[config.mk]
export PLATFORM = sky130hd
export DESIGN_NAME = blk_chain_loader
export DESIGN_NICKNAME = d
export VERILOG_FILES = /design/src/rtl/bcl_pkg.sv /design/src/rtl/bcl_desc_reader.sv /design/src/rtl/bcl_seq_fsm.sv /design/src/rtl/blk_chain_loader.sv
export SDC_FILE = /design/constraint.sdc
export NUM_CORES = 1
export LEC_CHECK = 0
export BUFFER_PORTS_ARGS = -buffer_cell sky130_fd_sc_hd__buf_2
export CORE_ASPECT_RATIO = 0.75
export CORE_UTILIZATION = 52
export DETAILED_ROUTE_END_ITERATION = 16
export PLACE_DENSITY = 0.72
export RECOVER_POWER = 50
export SYNTH_ARGS = -nofsm -noshare
export SYNTH_HDL_FRONTEND = slang
export SYNTH_HIERARCHICAL = 1
export SYNTH_SLANG_ARGS = --single-unit
[constraint.sdc]
create_clock -name clk -period 2.9 [get_ports clk]
set_clock_uncertainty 0.1 [all_clocks]
set_input_delay 0.145 -clock clk [delete_from_list [all_inputs] [get_ports clk]]
set_output_delay 0.145 -clock clk [all_outputs]
set_load 0.05 [all_outputs]
[src/rtl/bcl_pkg.sv]
package bcl_pkg;
  typedef enum logic [1:0] {
    ST_IDLE  = 2'd0,
    ST_FETCH = 2'd1,
    ST_RUN   = 2'd2,
    ST_CHECK = 2'd3
  } bcl_state_e;

  localparam logic [1:0] SEL_NEXT   = 2'd0;
  localparam logic [1:0] SEL_CTL_LO = 2'd1;
  localparam logic [1:0] SEL_CTL_HI = 2'd2;

  // Word positions inside one descriptor.
  localparam int DW_SRC    = 0;
  localparam int DW_DST    = 1;
  localparam int DW_NEXT   = 2;
  localparam int DW_CTL_LO = 3;
  localparam int DW_CTL_HI = 4;
  localparam int DESC_WORDS = 5;

  function automatic logic [31:0] align_word(input logic [31:0] a);
    return {a[31:2], 2'b00};
  endfunction

  function automatic logic chain_enabled(input logic [31:0] ctl_lo,
                                         input int src_bit, input int dst_bit);
    return ctl_lo[src_bit] | ctl_lo[dst_bit];
  endfunction
endpackage

[src/rtl/bcl_desc_reader.sv]
module bcl_desc_reader #(
  parameter int W     = 32,
  parameter int WORDS = 5
) (
  input  logic             clk,
  input  logic             rst_n,
  input  logic             go,
  input  logic [W-1:0]     base,
  input  logic             rvalid,
  input  logic [W-1:0]     rdata,
  output logic             req,
  output logic [W-1:0]     addr,
  output logic             last_acc,
  output logic [WORDS*W-1:0] words
);
  localparam int IDX_W = $clog2(WORDS);
  localparam logic [IDX_W-1:0] LAST_IDX = IDX_W'(WORDS - 1);

  logic             active;
  logic [IDX_W-1:0] idx;
  logic [W-1:0]     held [WORDS-1];

  always_ff @(posedge clk or negedge rst_n) begin
    if (!rst_n) begin
      active <= 1'b0;
      idx    <= '0;
    end else if (go) begin
      active <= 1'b1;
      idx    <= '0;
    end else if (active && rvalid) begin
      if (idx == LAST_IDX) active <= 1'b0;
      else                 idx    <= idx + 1'b1;
    end
  end

  for (genvar i = 0; i < WORDS - 1; i++) begin : g_hold
    always_ff @(posedge clk or negedge rst_n) begin
      if (!rst_n)                                     held[i] <= '0;
      else if (active && rvalid && idx == IDX_W'(i))  held[i] <= rdata;
    end
    assign words[i*W +: W] = held[i];
  end
  // The final word is taken straight from the response bus.
  assign words[(WORDS-1)*W +: W] = rdata;

  assign req      = active;
  assign addr     = base + (W'(idx) << 2);
  assign last_acc = active && rvalid && (idx == LAST_IDX);
endmodule

[src/rtl/bcl_seq_fsm.sv]
module bcl_seq_fsm
  import bcl_pkg::*;
(
  input  logic       clk,
  input  logic       rst_n,
  input  logic       start_req,
  input  logic       last_acc,
  input  logic       blk_done,
  input  logic       cont,
  output bcl_state_e state,
  output logic       fetch_go,
  output logic       blk_start,
  output logic       xfer_done
);
  bcl_state_e nxt_state;

  always_comb begin
    nxt_state = state;
    fetch_go  = 1'b0;
    unique case (state)
      ST_IDLE:  if (start_req) begin nxt_state = ST_FETCH; fetch_go = 1'b1; end
      ST_FETCH: if (last_acc) nxt_state = ST_RUN;
      ST_RUN:   if (blk_done) nxt_state = ST_CHECK;
      ST_CHECK: begin
        if (cont) begin nxt_state = ST_FETCH; fetch_go = 1'b1; end
        else           nxt_state = ST_IDLE;
      end
      default:  nxt_state = ST_IDLE;
    endcase
  end

  always_ff @(posedge clk or negedge rst_n) begin
    if (!rst_n) begin
      state     <= ST_IDLE;
      blk_start <= 1'b0;
      xfer_done <= 1'b0;
    end else begin
      state     <= nxt_state;
      blk_start <= (state == ST_FETCH) && last_acc;
      xfer_done <= (state == ST_CHECK) && !cont;
    end
  end
endmodule

[src/rtl/blk_chain_loader.sv]
module blk_chain_loader
  import bcl_pkg::*;
#(
  parameter int W       = 32,
  parameter int SRC_BIT = 27,
  parameter int DST_BIT = 28
) (
  input  logic           clk,
  input  logic           rst_n,
  input  logic           cfg_wr_en,
  input  logic [1:0]     cfg_wr_sel,
  input  logic [W-1:0]   cfg_wr_data,
  output logic           rd_req,
  output logic [W-1:0]   rd_addr,
  input  logic           rd_rvalid,
  input  logic [W-1:0]   rd_rdata,
  output logic           blk_start,
  input  logic           blk_done,
  output logic           xfer_done,
  output logic           busy,
  output logic [W-1:0]   src_addr,
  output logic [W-1:0]   dst_addr,
  output logic [W-1:0]   next_ptr,
  output logic [2*W-1:0] ctl_word
);
  bcl_state_e            state;
  logic                  idle, start_req, cont, fetch_go, load_evt;
  logic [DESC_WORDS*W-1:0] words;
  logic                  wr_next, wr_lo, wr_hi;

  assign idle      = (state == ST_IDLE);
  assign busy      = !idle;
  assign wr_next   = idle && cfg_wr_en && (cfg_wr_sel == SEL_NEXT);
  assign wr_lo     = idle && cfg_wr_en && (cfg_wr_sel == SEL_CTL_LO);
  assign wr_hi     = idle && cfg_wr_en && (cfg_wr_sel == SEL_CTL_HI);
  assign start_req = wr_lo && chain_enabled(cfg_wr_data, SRC_BIT, DST_BIT);
  assign cont      = (next_ptr != '0) && chain_enabled(ctl_word[W-1:0], SRC_BIT, DST_BIT);

  bcl_desc_reader #(.W(W), .WORDS(DESC_WORDS)) u_reader (
    .clk      (clk),
    .rst_n    (rst_n),
    .go       (fetch_go),
    .base     (next_ptr),
    .rvalid   (rd_rvalid),
    .rdata    (rd_rdata),
    .req      (rd_req),
    .addr     (rd_addr),
    .last_acc (load_evt),
    .words    (words)
  );

  bcl_seq_fsm u_fsm (
    .clk       (clk),
    .rst_n     (rst_n),
    .start_req (start_req),
    .last_acc  (load_evt),
    .blk_done  (blk_done),
    .cont      (cont),
    .state     (state),
    .fetch_go  (fetch_go),
    .blk_start (blk_start),
    .xfer_done (xfer_done)
  );

  always_ff @(posedge clk or negedge rst_n) begin
    if (!rst_n) begin
      src_addr <= '0;
      dst_addr <= '0;
      next_ptr <= '0;
      ctl_word <= '0;
    end else if (load_evt) begin
      src_addr <= words[DW_SRC*W +: W];
      dst_addr <= words[DW_DST*W +: W];
      next_ptr <= align_word(words[DW_NEXT*W +: W]);
      ctl_word <= {words[DW_CTL_HI*W +: W], words[DW_CTL_LO*W +: W]};
    end else begin
      if (wr_next) next_ptr <= align_word(cfg_wr_data);
      if (wr_lo)   ctl_word[W-1:0] <= cfg_wr_data;
      if (wr_hi)   ctl_word[2*W-1:W] <= cfg_wr_data;
    end
  end
endmodule

[Word-level counts from Yosys, hierarchy flattened]
Cells that the tools add are included.
Word-level totals
  input bits: 71
  memories: 0
  memory bits (read-only): 0
  output and inout port bits: 196
  bits in writable memories: 0
  latch bits: 0
  word-level logic and storage cells: 78
  bits in registers: 296
Cells by class
  $mul: 0
  $add $sub $neg: 2
  equal/unequal tests: 13
  bitwise operators: 2
  reduce and logical (&&, ||, !) cells: 28
  shifts and indexed selects: 0
  magnitude comparators: 0
  divide/modulo/power cells: 0
  mux-type cells: 19
Operators by type and width (count)
  $mux 32: 4
  $mux 64: 1
  $add 32x5->32: 1
  $reduce_bool 32->1: 1
  $logic_and 1x1->1: 14
  $reduce_bool 2->1: 5
  $mux 3: 3
  $pmux 2 s4: 1
  $eq 2x2->1 const B: 3
  $eq 3x2->1 const B: 2
  $mux 1: 6
  $mux 2: 3
  $eq 2x1->1 const B: 2
  $logic_not 2->1: 2
  $ne 2x1->1 const B: 2
  $ne 2x2->1 const B: 2
  $reduce_and 2->1: 2
  $add 3x1->3 const B: 1
  $eq 3x1->1 const B: 1
  $eq 3x3->1 const B: 1
  $logic_not 3->1: 1
  $reduce_and 3->1: 1
  $logic_not 1->1: 2
  $or 1x1->1: 2
  $pmux 1 s2: 1

[Depth between registers and ports, before layout]
Gate-level depths: netlist of run 1.
  word-level depth: 8
  mapped depth: 9
  depth with buffers taken out: 7

[Hierarchy]
The synthesis of run 1 kept the hierarchy.
By module, submodules not included
  blk_chain_loader: area an instance 7454.6 um^2, sequential area each 3953.8 um^2, instances 1, cells an instance 689
  bcl_desc_reader: area an instance 5979.5 um^2, sequential area each 3303.2 um^2, instances 1, cells an instance 426
  bcl_seq_fsm: area an instance 264.0 um^2, sequential area each 100.1 um^2, instances 1, cells an instance 25

[Worst setup path after synthesis of run 1]
OpenSTA, ideal clock, no wires.
  kind: register to output
  from: register next_ptr[2]
  to: output rd_addr[26]
  buffers on the path: 0
  path slack: -139 ps
  stages on the path, launching flop included: 8
  data arrival time: 2794 ps
  data required time: 2655 ps
  path through: dfrtp_1 -> ha_1 -> inv_1 -> fa_1 -> and2b_2 -> o2111ai_4 -> nor4_4 -> xor2_1
On the way
  word-level cells in the longest chain between the ends: 1
Ends and longest elaborated chain
  start, declared: RTL line blk_chain_loader.sv:23  | output logic [W-1:0] next_ptr,
  start signal, assigned: RTL line blk_chain_loader.sv:74  | next_ptr <= align_word(words[DW_NEXT*W +: W]);
  start signal, assigned: RTL line blk_chain_loader.sv:77  | if (wr_next) next_ptr <= align_word(cfg_wr_data);
  $add 32x5->32: RTL line bcl_desc_reader.sv:47  | assign addr = base + (W'(idx) << 2);
  end, declared: RTL line blk_chain_loader.sv:14  | output logic [W-1:0] rd_addr,
Every way passes these cells.

[Worst setup path after layout of run 1]
  from: register u_reader.idx[0]
  to: output rd_addr[22]
On the way
  word-level cells in the longest chain between the ends: 1
Ends and longest elaborated chain
  start, declared: RTL line bcl_desc_reader.sv:20  | logic [IDX_W-1:0] idx;
  start signal, assigned: RTL line bcl_desc_reader.sv:32  | else idx <= idx + 1'b1;
  $add 32x5->32: RTL line bcl_desc_reader.sv:47
Every way passes these cells.

==> summary.txt, run 1 <==
Outcome
  • Status: finished with violations
  • Failing checks: max-capacitance violations, max-slew violations, negative setup slack

Placement
  • Dpl cell area: between 15000 and 20000 um^2
  • Placer Congestion: 0.9449
  • HPWL Detailed: 25740 um
  • IO buf count: 262
  • Setup WS pre-CTS: 335.2 ps

Clock tree
  • CTS max path bufs: 3
  • Clk root buf: clkbuf_16
  • Inserted Clock Buffers: 29
  • Reg clk slew, reported paths: 60 ps
  • CTS tree: yes
  • CTS Sinks: just under 300
  • H-tree Lvls: 1
  • Worst skew pair latency: 540 ps

Routing
  • M1 WL: 17660 um
  • ANT nets after route: 0
  • DRC: 0
  • Vias: 10620
  • Highest metal used: met4
  • Routed WL: 39990 um
  • Met2 WL post-DR: roughly 18000 um
  • WL/cell: between 20 and 25 um
  • Vias per cell: 5.853
  • Met3 WL: 3652 um
  • Initial DRC count: 881
  • Drt pass-1 iters: 7

Finish
  • Final Util: 68.40%
  • Layout cells sized above 1: 36.36%
  • Nets@finish: 1540
  • Register area: 7307 um^2
  • Post-Layout Inst Area: between 15000 and 20000 um^2
  • N_diodes: 0
  • Area of the multi-input gates: 5746 um^2
  • Area growth syn-to-layout: 27.19%
  • Fillers: 1902

Setup path
  • Crit-path leading delay family: adder cells
  • Critical-path top delay cell: dfrtp_1
  • Reg2reg setup slack: 110 ps
  • CP max FO: 4
  • Cell chain of the critical path: ha_2, inv_2, fa_2, and2b_4, o2111ai_4, buf_4, nor3_2, xor2_2, buf_6
  • Worst Path Required: 2650 ps
  • FF-to-FF End: ctl_word[36]$_DFFE_PN0P_
  • CP endpoint kind: output pin
  • CP bufs+invs: 3
  • Data arrival, critical path: about 2700 ps
  • Slowest Stage Delay on Critical Path: 370 ps
  • Startpoint Class: flip-flop
  • R2R depth: 10
  • Critical R2R Launch: u_reader/idx[0]$_DFFE_PN0P_
  • Setup CP Type: reg2out

STA
  • Final min period: 2954 ps
  • Slew HR: -10.63%
  • Hold slack: between 90 and 100 ps
  • Worst Setup Slack, final: -53.68 ps
  • Final Hold Vio Count: 0
  • Achievable Freq: 0.3386 GHz
  • Final Setup Violations: 4
  • RSZ-0062 raised after global routing: yes
  • Slew Viols, Final: 64
  • Final Cycle Share: 101.9%
  • Least-Margin Pin Slew: 1660 ps

Floorplanning
  • Initial core utilization: 53.78%
  • Core area: 25340 um^2
  • Std-Cell Rows: 50
  • DIE HEIGHT: between 100 and 150 um
  • Total die area: 26860 um^2
  • I/O pin cnt: 267
  • Die Wd: 188.9 um

Power
  • Worst VDD drop: 1174 uV
  • Cell Pwr Density: 1384 nW/um^2
  • Pleak: 7.714 nW

Worst hold path
  • Hold path depth: 4
  • Hold Startpoint: blk_done
  • Worst hold path endpoint: u_fsm/state[0]$_DFFE_PN0P_
  • HP Class: in2reg

GRT
  • GRT Util Overall: 29.35%
  • Vias in the first global route: 10340
  • Global-route wire length before repair: 60690 um
  • Grt ovf: 0
  • Largest net degree at the start of global routing: 76
  • Initial antenna violation count: 0

Synth
  • Post-Syn Area: 13630 um^2
  • Syn Area/Cell: approximately 12 um^2
  • Yosys warnings: 6
  • Post-Syn Instances: 1136

Job
  • Max-cap violations: 1
-- how the worst max path moves through the flow --
stage	slack (ps)	startpoint	to	cells after the start
after floorplan	20	next_ptr[2]$_DFFE_PN0P_	rd_addr[10]	7
after global placement	370	u_reader/idx[0]$_DFFE_PN0P_	rd_addr[20]	9
after detailed placement	340	u_reader/idx[0]$_DFFE_PN0P_	rd_addr[12]	8
after CTS	-90	u_reader/idx[0]$_DFFE_PN0P_	rd_addr[20]	9
after global routing	-150	u_reader/idx[0]$_DFFE_PN0P_	rd_addr[26]	9
final	-50	u_reader/idx[0]$_DFFE_PN0P_	rd_addr[22]	9
-- cell type report --
cell class,count,area share [%]
clock buffer,39,4.924
inverter,45,0.9747
tap,338,2.440
timing repair buffer,399,15.05
multi-input combinational,688,33.15
sequential,292,42.16
clock inverter,14,1.292
-- layer usage --
layer,vias up,global-route usage [%]
met5,-,0
li1,4681,-
met3,59,8.062
met2,474,43.85
met1,5409,42.47
met4,0,7.046
-- registers in the layout (all words and copies together) (netlist names) --
signal           cells
u_fsm/blk_start      1
next_ptr            30
dst_addr            32
u_reader/words     126
u_reader/idx         3
u_fsm/xfer_done      1
src_addr            32
ctl_word            64
u_fsm/state          2
u_reader/req         1
-- worst register-to-register path, stage by stage, from the launching register on --
cell and delay [ps]:
dfrtp_1 400, buf_4 150, inv_1 110, ha_1 230
nand2_1 140, nor2_4 180, buf_4 230, buf_4 270
a31o_2 150, a2bb2oi_1 210, dlygate4sd3_1 580
-- report_power, final --
group	total, mW	switching, mW	leakage, nW	internal (mW)
clock network	4.18	1.59	0.540	2.59
registers	7.60	1.47	3.51	6.13
logic	12.2	8.29	3.66	3.92
-- repair_timing --
item / 4_1_cts / 5_1_grt
pin swaps: 5 / 5
hold buffers: 98 / 0
cloned: 1 / 1
setup buffers: 3 / 4
endpoints found under the hold margin: 455 / 0
resized for setup: 18 / 21
endpoints found under the setup margin: 11 / 17
-- layout by cell type, fill, tap and decap left out, types with 7 or more instances in the layout --
cell and count:
clkbuf_1 93, clkinv_2 7, a2bb2oi_1 32, dfrtp_1 292, buf_4 31, buf_2 158
nand2_1 12, a31o_2 32, o21ai_0 61, dlygate4sd3_1 98, ha_1 11, nand4_1 7
nor2_1 9, clkbuf_8 9, inv_1 43, buf_6 7, a31oi_1 62, nor4_1 7
a21boi_1 11, xor2_1 8, clkbuf_16 30, xnor2_1 11, xor2_2 10, a21boi_0 21
a21oi_1 65, mux2_2 190, nor2b_1 65
-- per-stage QoR --
step	setup TNS, ps	cells	power, mW
3_3_place_gp	0	1655	18.91
4_1_cts	-110.8	1810	23.96
6_report	-115.4	1815	23.98
5_1_grt	-861.9	1815	25.02
3_5_place_dp	0	1655	19.17
2_1_floorplan	0	1139	15.99
(Power assumes the default switching activity.)
==> run 2: changes to the inputs <==
--- a/constraint.sdc
+++ b/constraint.sdc
@@ -4,2 +4,2 @@
 set_output_delay 0.145 -clock clk [all_outputs]
-set_load 0.05 [all_outputs]
+set_load 0.02 [all_outputs]
==> summary.txt, run 2 (synthesized netlist as in run 1, its figures left out) <==
STA
  • Worst Setup Slack, final: 19.49 ps
  • RSZ-0062 raised after global routing: yes
  • Final Hold Vio Count: 0
  • Final min period: 2881 ps
  • Final Setup Violations: 0
  • Final Cycle Share: about 99%
  • Slew HR: -52.81%
  • Slew Viols, Final: 81
  • Least-Margin Pin Slew: roughly 2300 ps
  • Achievable Freq: 0.3472 GHz

Placement
  • Dpl cells: 1661
  • IO buf count: 262
  • Setup WS pre-CTS: 333.4 ps
  • Placer Congestion: 0.8738
  • HPWL Detailed: 26030 um

Power
  • Worst VDD drop: about 750 uV
  • Cell Pwr Density: 1185 nW/um^2
  • Pleak: 7.749 nW

Routing
  • Drt pass-1 iters: 5
  • WL/cell: 22.11 um
  • Initial DRC count: 846
  • ANT nets after route: 0
  • Routed WL: 40400 um
  • DRC: 0
  • Vias: 10780
  • Vias per cell: between 5 and 6

Worst hold path
  • Hold path depth: 4
  • Worst hold path endpoint: u_fsm/state[0]$_DFFE_PN0P_
  • Hold Startpoint: blk_done
  • HP Class: in2reg

Floorplanning
  • Core area: ~25000 um^2
  • Initial core utilization: a little over half
  • DIE HEIGHT: 142.2 um
  • Total die area: 26860 um^2
  • Std-Cell Rows: 50
  • I/O pin cnt: 267
  • Die Wd: 188.9 um

Setup path
  • FF-to-FF End: ctl_word[54]$_DFFE_PN0P_
  • Worst Path Required: 2650 ps
  • Data arrival, critical path: 2640 ps
  • Critical R2R Launch: u_reader/idx[0]$_DFFE_PN0P_
  • Cell chain of the critical path: ha_2, buf_4, buf_4, a211o_2, nand3_4, nor3_1, xnor2_1, buf_2
  • CP endpoint kind: output pin
  • CP max FO: 10
  • Setup CP Type: reg2out
  • R2R depth: 11
  • CP most frequent cell: buf_4
  • Startpoint Class: flip-flop
  • Reg2reg setup slack: about 150 ps
  • Slowest Stage Delay on Critical Path: ~400 ps
  • Critical-path top delay cell: dfrtp_1

Finish
  • Fin cells: about 1800
  • Max FFs per register: 126
  • Most frequent cells in the layout: dfrtp_1 (292), mux2_2 (190), buf_2 (162)
  • Layout cells sized above 1: 36.05%
  • Nets@finish: 1548
  • Most common cell after layout, fill and taps aside: dfrtp_1
  • Area growth syn-to-layout: 27.53%

Clock tree
  • Reg clk slew, reported paths: 70 ps
  • CTS tree: yes
  • CTS max path bufs: 3
  • H-tree Lvls: 1
  • Worst skew pair latency: 550 ps
  • CTS Sinks: between 200 and 300
  • Inserted Clock Buffers: 30
  • Clk root buf: clkbuf_16

GRT
  • Initial antenna violation count: 1
  • GR met1 Demand/Resource: 42.44%
  • Grt ovf: 0
  • GRT Util Overall: 29.94%
  • Met3 Use GR: 5.868%
  • Met2 Use GR: approximately 47%
  • Global-route wire length before repair: a little over 60000 um
  • Largest net degree at the start of global routing: 84
  • Busiest layer in global routing: met2
  • Vias in the first global route: ~11000

Job
  • Max-cap violations: 1

Outcome
  • Failing checks: max-capacitance violations, max-slew violations
  • Status: finished with violations
run 2: layer usage:
| layer | vias to the layer above | wire length [um] |
|---|---|---|
| met4 | 0 | 1046 |
| met3 | 86 | 3279 |
| li1 | 4708 | - |
| met5 | - | 0 |
| met2 | 477 | 18450 |
| met1 | 5505 | 17630 |
run 2: per-stage QoR:
stage               utilization (%)  hold WS [ps]  cell area (um^2)  total power, mW  setup TNS (ps)
detailed placement            60.17         108.1             15240            15.85               0
global placement              60.17         111.1             15240            15.56               0
CTS                           68.53         31.53             17360            20.55               0
global route                  68.57         80.56             17370            21.61          -191.3
finish                        68.58         48.11             17380            20.59               0
floorplan                         -        -250.6             13640            12.73               0
run 2: how the worst max path moves through the flow:
stage                                     start  cells after the start           to
floorplan               next_ptr[2]$_DFFE_PN0P_                      7  rd_addr[26]
global placement    u_reader/idx[0]$_DFFE_PN0P_                      8  rd_addr[26]
detailed placement  u_reader/idx[0]$_DFFE_PN0P_                      8  rd_addr[30]
CTS                 u_reader/idx[0]$_DFFE_PN0P_                      9  rd_addr[26]
global route        u_reader/idx[0]$_DFFE_PN0P_                      8  rd_addr[17]
finish              u_reader/idx[0]$_DFFE_PN0P_                      8  rd_addr[17]
run 2: power by group:
part | internal, mW | leakage (nW) | switching (mW)
clock | 2.48 | 0.513 | 1.70
combinational | 3.86 | 3.73 | 4.85
sequential | 6.13 | 3.51 | 1.58
run 2: timing repair:
item                       CTS  global route
resized for setup            5            18
hold endpoints to repair   301             0
buffers inserted             5             6
pin swaps                    1             5
gates cloned                 0             0
hold buffers                97             0
setup endpoints to repair   11            31
run 2: worst max-delay path: cells and delay by family (launching register included):
family / cells / cell delay [ps]
buffers and inverters: 3 / 480
flip-flops: 1 / 400
AO/OA/AOI/OAI: 1 / 390
AND/OR/NAND/NOR: 2 / 320
XOR/XNOR: 1 / 280
adder cells (fa/ha/maj): 1 / 210
run 2: cell type report:
| cell class | instances | area (um^2) |
|---|---|---|
| Clock inverter | 21 | 259.0 |
| Antenna cell | 2 | 5.005 |
| Fill cell | 1925 | 7960 |
| Tap cell | 338 | 422.9 |
| Sequential cell | 292 | 7307 |
| Clock buffer | 35 | 820.8 |
| Timing Repair Buffer | 407 | 2735 |
| Multi-Input combinational cell | 687 | 5658 |
| Inverter | 45 | 168.9 |
==> run 3: changes to the inputs <==
Settings changed: ABC_AREA set to 1, CTS_BUF_LIST set to sky130_fd_sc_hd__clkbuf_16.
==> summary.txt, run 3 <==
Setup path
  • CP max FO: 5
  • Startpoint Class: flip-flop
  • CP endpoint kind: output pin
  • Cell chain of the critical path: ha_1, inv_1, fa_2, o21ai_4, nand2_2, nor2_2, xor2_1, buf_2
  • Crit-path leading delay family: adder cells
  • CP bufs+invs: 2
  • Slowest Stage Delay on Critical Path: 410 ps
  • Data arrival, critical path: 2550 ps
  • Setup CP Type: reg2out
  • Critical-path top delay cell: dfrtp_1
  • Worst Path Required: 2650 ps

STA
  • Setup TNS: 0 ps
  • Slew Viols, Final: 83
  • Final Hold Vio Count: 0
  • Final min period: 2797 ps
  • Least-Margin Pin Slew: 2117 ps
  • Slew HR: -41.13%
  • Final Cycle Share: between 90% and 100%
  • RSZ-0062 raised after global routing: no
  • Achievable Freq: approximately 0.36 GHz
  • Final Setup Violations: 0

GRT
  • Vias in the first global route: 11550
  • GRT Util Overall: roughly 30%
  • Largest net degree at the start of global routing: 84
  • Grt ovf: 0
  • Initial antenna violation count: 0
  • Global-route wire length before repair: 62230 um

Routing
  • Vias: 12350
  • Drt pass-1 iters: 6
  • WL/cell: between 15 and 20 um
  • Initial DRC count: between 1000 and 1500
  • Routed WL: 40840 um
  • Vias per cell: 5.264
  • ANT nets after route: 0
  • DRC: 0

Floorplanning
  • Std-Cell Rows: 50
  • DIE HEIGHT: 141.6 um
  • Die Wd: 188.2 um
  • I/O pin cnt: between 200 and 300
  • Total die area: 26640 um^2
  • Core area: 25210 um^2
  • Initial core utilization: 53.60%

Synth
  • Post-Syn Instances: 1681
  • Yosys warnings: 6
  • Syn Area/Cell: 8.039 um^2
  • Post-Syn Area: 13510 um^2

Power
  • Pleak: 8.842 nW
  • Worst VDD drop: 643.4 uV
  • Total Power: roughly 18 mW
  • Cell Pwr Density: 1056 nW/um^2

Placement
  • IO buf count: about 260
  • Placer Congestion: between 0.8 and 0.9
  • HPWL Detailed: 26080 um

Clock tree
  • CTS tree: yes
  • H-tree Lvls: 1
  • Reg clk slew, reported paths: 70 ps
  • Worst skew pair latency: 530 ps
  • Inserted Clock Buffers: 28
  • Clk root buf: clkbuf_16
  • CTS Sinks: slightly below 300
  • CTS max path bufs: 3

Finish
  • Nets@finish: 2075
  • Area growth syn-to-layout: 23.33%
  • Max FFs per register: between 100 and 150
  • N_diodes: 0
  • Final Util: 66.11%
  • Most common cell after layout, fill and taps aside: nand2_1
  • Most frequent cells in the layout: nand2_1 (832), dfrtp_1 (292), buf_2 (147)
  • Layout cells sized above 1: 13.14%

Outcome
  • Status: finished with violations
  • Failing checks: max-capacitance violations, max-slew violations

Worst hold path
  • HP Class: in2reg

Job
  • Max-cap violations: 1
==> run 3: where the power goes <==
part / internal [mW] / switching, mW
clock: 1.88 / 1.53
sequential: 5.91 / 1.40
combinational: 2.29 / 4.60
==> run 3: cell type report <==
class / count / area [um^2]
fill: 2173 / 8544
sequential: 292 / 7307
multi-input combinational: 1209 / 5298
timing repair buffer: 393 / 2549
clock buffer: 29 / 725.7
tap: 338 / 422.9
inverter: 66 / 256.5
clock inverter: 20 / 108.9
==> run 3: metrics by stage <==
step / setup slack, ps / instances / area, um^2 / hold slack, ps
after floorplan: 644.9 / 1684 / 13530 / -250.6
after global placement: 630.2 / 2194 / 14890 / 93.95
after detailed placement: 549.9 / 2194 / 14890 / 91.40
after CTS: 19.41 / 2338 / 16680 / 124.0
after global routing: 1.104 / 2347 / 16670 / 163.0
final: 103.0 / 2347 / 16670 / 153.5
==> run 3: worst reg2reg max path, delay by kind of cell, from the launching register on <==
family	cells	cell delay (ps)
DFF	1	420
buffers and inverters	4	1110
adders and majority gates	1	230
and+or+nand+nor	6	800
==> run 3: final timing paths <==
| path | startpoint | to | slack, ps | cells past startpoint |
|---|---|---|---|---|
| setup reg to reg | u_reader/idx[0]$_DFFE_PN0P_ | ctl_word[56]$_DFFE_PN0P_ | 130 | 11 |
| hold / removal | cfg_wr_sel[0] | u_fsm/state[0]$_DFFE_PN0P_ | 150 | 8 |
| setup / recovery | u_reader/idx[0]$_DFFE_PN0P_ | rd_addr[18] | 100 | 8 |
| min in group asynchronous | rst_n | dst_addr[4]$_DFFE_PN0P_ | 660 | 2 |
| max in group asynchronous | rst_n | u_fsm/state[1]$_DFFE_PN0P_ | 450 | 3 |
| hold reg to reg | u_reader/words[16]$_DFFE_PN0P_ | src_addr[16]$_DFFE_PN0P_ | 370 | 2 |
==> run 3: timing repair <==
action / CTS / global route
hold buffers: 95 / 0
pin swaps: 1 / 2
endpoints found under the hold margin: 301 / 0
resized for setup: 0 / 13
cloned: 0 / 4
setup buffers: 0 / 5
endpoints found under the setup margin: 1 / 35
==> run 3: per-layer routing <==
layer  global-route usage, %  part of all wire, %  vias up
met5                       0                    0        -
met4                   8.301                  2.7        0
met3                   4.873                  7.3       78
met2                   48.53                   47      489
met1                   40.94                   43     5972
li1                        -                    -     5815
